--- src/rtl/gpio_bank_pkg.sv ---
package gpio_bank_pkg;
  localparam int REG_AW = 4;

  typedef enum logic [REG_AW-1:0] {
    A_DIR   = 4'd0,
    A_DOUT  = 4'd1,
    A_ALT   = 4'd2,
    A_PIN   = 4'd3,
    A_IMASK = 4'd4,
    A_TTYPE = 4'd5,
    A_EPOL  = 4'd6,
    A_LPOL  = 4'd7,
    A_STAT  = 4'd8,
    A_WAKEM = 4'd9
  } reg_addr_e;
endpackage

--- src/rtl/gpio_sync.sv ---
module gpio_sync #(
  parameter int W      = 16,
  parameter int STAGES = 2
) (
  input  logic         clk,
  input  logic         rst_n,
  input  logic [W-1:0] d,
  output logic [W-1:0] q
);
  logic [W-1:0] chain [STAGES];

  always_ff @(posedge clk or negedge rst_n) begin
    if (!rst_n) chain[0] <= '0;
    else        chain[0] <= d;
  end

  for (genvar g = 1; g < STAGES; g++) begin : g_stage
    always_ff @(posedge clk or negedge rst_n) begin
      if (!rst_n) chain[g] <= '0;
      else        chain[g] <= chain[g-1];
    end
  end

  assign q = chain[STAGES-1];
endmodule

--- src/rtl/gpio_trigger.sv ---
module gpio_trigger #(
  parameter int W = 16
) (
  input  logic         clk,
  input  logic         rst_n,
  input  logic [W-1:0] lvl,
  input  logic [W-1:0] ttype,
  input  logic [W-1:0] epol,
  input  logic [W-1:0] lpol,
  output logic [W-1:0] hit
);
  logic [W-1:0] prev;

  always_ff @(posedge clk or negedge rst_n) begin
    if (!rst_n) prev <= '0;
    else        prev <= lvl;
  end

  for (genvar i = 0; i < W; i++) begin : g_pin
    logic rise, fall, edge_hit, level_hit;
    always_comb begin
      rise      = lvl[i] & ~prev[i];
      fall      = ~lvl[i] & prev[i];
      edge_hit  = epol[i] ? rise : fall;
      level_hit = ~(lvl[i] ^ lpol[i]);
      hit[i]    = ttype[i] ? edge_hit : level_hit;
    end
  end
endmodule

--- src/rtl/gpio_regfile.sv ---
module gpio_regfile
  import gpio_bank_pkg::*;
#(
  parameter int W = 16
) (
  input  logic              clk,
  input  logic              rst_n,
  input  logic              wr_en,
  input  logic [REG_AW-1:0] addr,
  input  logic [W-1:0]      wdata,
  input  logic [W-1:0]      pin_lvl,
  input  logic [W-1:0]      hit,
  output logic [W-1:0]      dir,
  output logic [W-1:0]      dout,
  output logic [W-1:0]      alt,
  output logic [W-1:0]      imask,
  output logic [W-1:0]      ttype,
  output logic [W-1:0]      epol,
  output logic [W-1:0]      lpol,
  output logic [W-1:0]      stat,
  output logic [W-1:0]      wakem,
  output logic [W-1:0]      rdata
);
  localparam logic [W-1:0] ALL_ONES = '1;

  logic stat_clr;
  assign stat_clr = wr_en && (reg_addr_e'(addr) == A_STAT);

  always_ff @(posedge clk or negedge rst_n) begin
    if (!rst_n) begin
      dir   <= '0;
      dout  <= '0;
      alt   <= '0;
      imask <= ALL_ONES;
      ttype <= ALL_ONES;
      epol  <= ALL_ONES;
      lpol  <= '0;
      wakem <= ALL_ONES;
    end else if (wr_en) begin
      case (reg_addr_e'(addr))
        A_DIR:   dir   <= wdata;
        A_DOUT:  dout  <= wdata;
        A_ALT:   alt   <= wdata;
        A_IMASK: imask <= wdata;
        A_TTYPE: ttype <= wdata;
        A_EPOL:  epol  <= wdata;
        A_LPOL:  lpol  <= wdata;
        A_WAKEM: wakem <= wdata;
        default: ;
      endcase
    end
  end

  // Sticky status: a clear only drops bits with no trigger in the same cycle
  always_ff @(posedge clk or negedge rst_n) begin
    if (!rst_n) stat <= '0;
    else        stat <= (stat_clr ? '0 : stat) | hit;
  end

  always_comb begin
    case (reg_addr_e'(addr))
      A_DIR:   rdata = dir;
      A_DOUT:  rdata = dout;
      A_ALT:   rdata = alt;
      A_PIN:   rdata = pin_lvl;
      A_IMASK: rdata = imask;
      A_TTYPE: rdata = ttype;
      A_EPOL:  rdata = epol;
      A_LPOL:  rdata = lpol;
      A_STAT:  rdata = stat;
      A_WAKEM: rdata = wakem;
      default: rdata = '0;
    endcase
  end
endmodule

--- src/rtl/gpio_irq_bank.sv ---
module gpio_irq_bank
  import gpio_bank_pkg::*;
#(
  parameter int PINS        = 16,
  parameter int SYNC_STAGES = 2
) (
  input  logic              clk,
  input  logic              rst_n,
  input  logic              bus_wr_en,
  input  logic [REG_AW-1:0] bus_addr,
  input  logic [PINS-1:0]   bus_wdata,
  output logic [PINS-1:0]   bus_rdata,
  input  logic [PINS-1:0]   pad_in,
  output logic [PINS-1:0]   pad_out,
  output logic [PINS-1:0]   pad_oe,
  output logic [PINS-1:0]   alt_sel,
  output logic              irq_out,
  output logic              wake_out
);
  logic [PINS-1:0] pin_lvl, hit;
  logic [PINS-1:0] dir, dout, alt, imask, ttype, epol, lpol, stat, wakem;

  gpio_sync #(.W(PINS), .STAGES(SYNC_STAGES)) u_sync (
    .clk(clk), .rst_n(rst_n), .d(pad_in), .q(pin_lvl)
  );

  gpio_trigger #(.W(PINS)) u_trig (
    .clk(clk), .rst_n(rst_n), .lvl(pin_lvl),
    .ttype(ttype), .epol(epol), .lpol(lpol), .hit(hit)
  );

  gpio_regfile #(.W(PINS)) u_regs (
    .clk(clk), .rst_n(rst_n), .wr_en(bus_wr_en), .addr(bus_addr),
    .wdata(bus_wdata), .pin_lvl(pin_lvl), .hit(hit),
    .dir(dir), .dout(dout), .alt(alt), .imask(imask), .ttype(ttype),
    .epol(epol), .lpol(lpol), .stat(stat), .wakem(wakem), .rdata(bus_rdata)
  );

  assign pad_oe   = dir;
  assign pad_out  = dout;
  assign alt_sel  = alt;
  assign irq_out  = |(stat & ~imask);
  assign wake_out = |(stat & ~wakem);
endmodule

--- config.mk ---
export PLATFORM = sky130hd
export DESIGN_NAME = gpio_irq_bank
export DESIGN_NICKNAME = d
export VERILOG_FILES = /design/src/rtl/gpio_bank_pkg.sv /design/src/rtl/gpio_sync.sv /design/src/rtl/gpio_trigger.sv /design/src/rtl/gpio_regfile.sv /design/src/rtl/gpio_irq_bank.sv
export SDC_FILE = /design/constraint.sdc
export NUM_CORES = 1
export LEC_CHECK = 0
export BUFFER_PORTS_ARGS = -buffer_cell sky130_fd_sc_hd__buf_2
export CORE_ASPECT_RATIO = 1.25
export CORE_MARGIN = 3
export CORE_UTILIZATION = 62
export CTS_CLUSTER_DIAMETER = 60
export DETAILED_ROUTE_END_ITERATION = 8
export GPL_TIMING_DRIVEN = 0
export HOLD_SLACK_MARGIN = 0.06
export PLACE_DENSITY_LB_ADDON = 0.25
export SYNTH_ARGS = -nofsm -noshare
export SYNTH_HDL_FRONTEND = slang
export SYNTH_SLANG_ARGS = --single-unit
--- constraint.sdc ---
create_clock -name clk -period 2.74 [get_ports clk]
set_clock_uncertainty 0.05 [all_clocks]
set_input_delay 0.274 -clock clk [delete_from_list [all_inputs] [get_ports clk]]
set_output_delay 0.274 -clock clk [all_outputs]
set_load 0.03 [all_outputs]
==> impl_summary.txt <==
----------------------------------------------------
[Status]
  Run status ... completed

[Power and ir drop]
  Part of the total power dissipated in sequential elements ... 48.6%
  Power Internal ... 5680 uW
  Power share of the clock group ... 30.2%
  Switching power share of the total ... 30.7%
  Overall power consumption ... 8190 uW
  Power Dens Cells ... 816 mW/mm^2
  Part of the power in combinational logic ... 21.2%
  VDD IR-drop max ... 0.000586 V
  Leakage power total ... 0.00449 uW
  Net switching power of the design ... 2510 uW

[Worst setup path]
  Critical path peak fanout ... 10
  Total stage count of the critical path ... 7
  Crit path capture type ... output port
  Arrival time of data at the critical path endpoint ... 2.32 ns
  Depth of the worst register-to-register path ... 4
  Critical Setup Path Class ... input port to output port
  Cell-by-cell trace of the critical path ... buf_2 > nand2b_1 > nor2_1 > clkbuf_1 > a222oi_1 > o211ai_1 > buf_2
  Register-to-register path setup slack ... 1.45 ns
  Critical Path Most Common Cell ... buf_2
  Largest incremental delay on the critical path ... 0.74 ns
  Buffers plus inverters on the worst setup path ... 3
  CP max stage cell ... clkbuf_1
  Required time of the critical path ... 2.42 ns
  Cell family contributing the most delay on the critical path ... buffers and inverters
  Sort of element at the start of the critical path ... input port

[Routing]
  DR iter-0 viols ... 739
  Met2 wire length ... 11.7 mm
  Aggregate routed wire length ... 24.5 mm
  Sum of met3 wire segment lengths after detailed routing ... 2.26 mm
  Remaining antenna violation count ... 0
  Total via count in the routed design ... 6,413
  Met1 Routed Length ... 9.17 mm
  Highest routing layer actually used ... met4
  DR WL/cell ... 24.8 um
  Mean number of vias per cell ... 6.49
  Count of TritonRoute iterations in the first routing pass ... 6
  DRC violation count after routing ... 0

[Global route]
  Global-route wire length before repair ... 37.2 mm
  Largest net degree at the start of global routing ... 100
  Initial antenna violation count ... 0
  Total global routing track utilization ... 32.7%
  Global route overflow ... 0
  Via count of the first global-routing pass ... 6,568

[Logic synthesis]
  Fraction of synthesis flops using an asynchronous set or reset pin ... 100%
  Share of the yosys chip area belonging to registers ... 57.4%
  Cells after Synth ... 665
  Top cells by area, synth ... dfrtp_1, dfstp_2, mux2_2, nor2_1, a222oi_1
  Synthesized cell area ... 0.00851 mm^2
  Cell accounting for the most synthesized area ... dfrtp_1
  Per-instance average area after synthesis ... 12.8 um^2
  Synthesized flop and latch total ... 192
  Post-synth top area share ... 37.6%
  Post-synthesis net count ... 704
  Main synth FF type ... dfrtp_1
  Top-count cell post-synth ... mux2_2
  Synth top cells by count ... mux2_2, dfrtp_1, dfstp_2
  Count of different cell masters after synthesis ... 41
  Number of synthesized flops with an enable pin ... 0
  Total number of yosys warnings ... 0

[Clock tree]
  Number of sinks on the clock net ... 192
  Number of setup buffers added after CTS ... 0
  Maximum number of buffers from clock root to sink ... 2
  Worst skew pair latency ... 0.43 ns
  Clock-pin slew on the worst setup and hold paths ... 0.07 ns
  CTS resizes ... 0
  H-tree level count ... 4
  CTS buffer count ... 17
  Hold-fix buffer count after cts ... 17
  Buffer type at the clock tree root ... clkbuf_16
  Clock tree from TritonCTS ... built

[Finish]
  Inserted Diodes ... 0
  # nets final ... 843
  Area added between synthesis and finish ... 17.9%
  Layout cell share with drive strength beyond 1 ... 44.7%
  Count of fill cells added during filler insertion ... 869

[Flow run]
  MaxCap Viol Count ... 0

[Place]
  Port Buffers ... 102
  Place WS ... 0.204 ns
  Final weighted congestion in routability-driven placement ... 0.945
  Placed wire-length estimate ... 16.3 mm

[Timing]
  Finish-stage setup viols ... 0
  Final-report hold violation count ... 0
  Worst Hold Margin ... 0.130 ns
  Slew @ Worst Pin ... 1.10 ns
  Worst rel slew slack ... 26.8%
  Peak Freq ... 378 MHz
  Worst setup margin ... 0.0946 ns
  Final worst path period share ... 96.5%
  Post-route minimum period ... 2.65 ns
  Number of pins exceeding their max-slew limit in the final report ... 0
  Setup repair after global routing missed its margin ... no

[Hold path]
  Class of the most critical hold timing path ... input port to flip-flop
  Number of stages on the worst hold path ... 2

[Floorplanning]
  Horizontal extent of the die ... 111 um
  Count of pins on the block boundary ... 105
  Floorplan die height ... 137 um
  Standard cell core area ... 0.0133 mm^2
  Rows ... 47
  Effective utilization at floorplan ... 63.8%
  Die Outline Area ... 0.0152 mm^2

----------------------------------------------------
==> routing by layer <==
layer / track usage, % / vias to the layer above
met5: 0 / -
met4: 20.9 / 0
met3: 7.87 / 87
met2: 52.6 / 369
met1: 40.1 / 3218
li1: - / 2739
==> cells in the final DEF, fill, tap and decap left out, types with 15 or more instances in the layout <==
master	n
a221o_1	16
a222oi_1	20
a22o_1	15
buf_2	119
clkbuf_16	17
dfrtp_1	128
dfstp_2	64
dlygate4sd3_1	17
inv_1	18
mux2_2	136
nand2_1	45
nor2_1	54
o21ai_0	21
o22ai_1	15
xor2_1	16
==> power groups by stage <==
stage | clock network [uW] | logic (uW) | registers [uW]
2_1_floorplan | 0 | 873 | 4190
3_3_place_gp | 0 | 1640 | 3960
3_5_place_dp | 0 | 1710 | 4000
4_1_cts | 2490 | 1740 | 3960
5_1_grt | 2600 | 1860 | 4030
6_report | 2470 | 1740 | 3980
==> per-stage QoR <==
stage | util [%] | TNS [ns] | cells | instance area [um^2]
after floorplan | - | 0 | 665 | 8510
after global placement | 69.2 | -212.70 | 938 | 9240
after detailed placement | 69.5 | 0 | 939 | 9270
after CTS | 75.2 | 0 | 988 | 10000
after global routing | 75.2 | 0 | 988 | 10000
final | 75.2 | 0 | 988 | 10000
==> flip-flops by register name, summed over array words and instances, names as in the netlist <==
| name | cells |
|---|---|
| u_regs.dout | 16 |
| u_regs.epol | 16 |
| u_regs.imask | 16 |
| u_regs.lpol | 16 |
| u_regs.wakem | 16 |
| u_sync.chain | 16 |
| u_regs.stat | 16 |
| u_regs.dir | 16 |
| u_regs.ttype | 16 |
| u_trig.prev | 16 |
| u_regs.alt | 16 |
| u_sync.q | 16 |
==> layout make-up <==
class | instances | area [um^2] | share of cell area (%)
flip-flops and latches | 192 | 4880 | 48.7
multi-input cells | 425 | 3420 | 34.0
repair buffers | 120 | 718 | 7.16
clock buffers | 24 | 492 | 4.90
well taps | 171 | 214 | 2.13
plain buffers | 30 | 143 | 1.42
clock inverters | 8 | 103 | 1.02
inverters | 18 | 67.6 | 0.673
==> final timing paths <==
check                                 startpoint              end
worst min register to register  u_sync.chain[26]     u_sync.q[10]
worst min-delay path               bus_wdata[15]   u_regs.dir[15]
worst max-delay path                 bus_addr[0]    bus_rdata[12]
worst max register to register    u_regs.epol[9]   u_regs.stat[9]
max in group asynchronous                  rst_n  u_regs.wakem[0]
min in group asynchronous                  rst_n     u_sync.q[10]
==> cell families after synthesis <==
kind of cell | count (synthesis) | share of synthesized area [%]
AOI/OAI and AO/OA | 119 | 11.0
and+or+nand+nor | 142 | 8.04
muxes | 148 | 19.4
xor gates and xnor gates | 16 | 1.65
DFF | 192 | 57.4
buffers and inverters | 48 | 2.47
(Power assumes the default switching activity.)
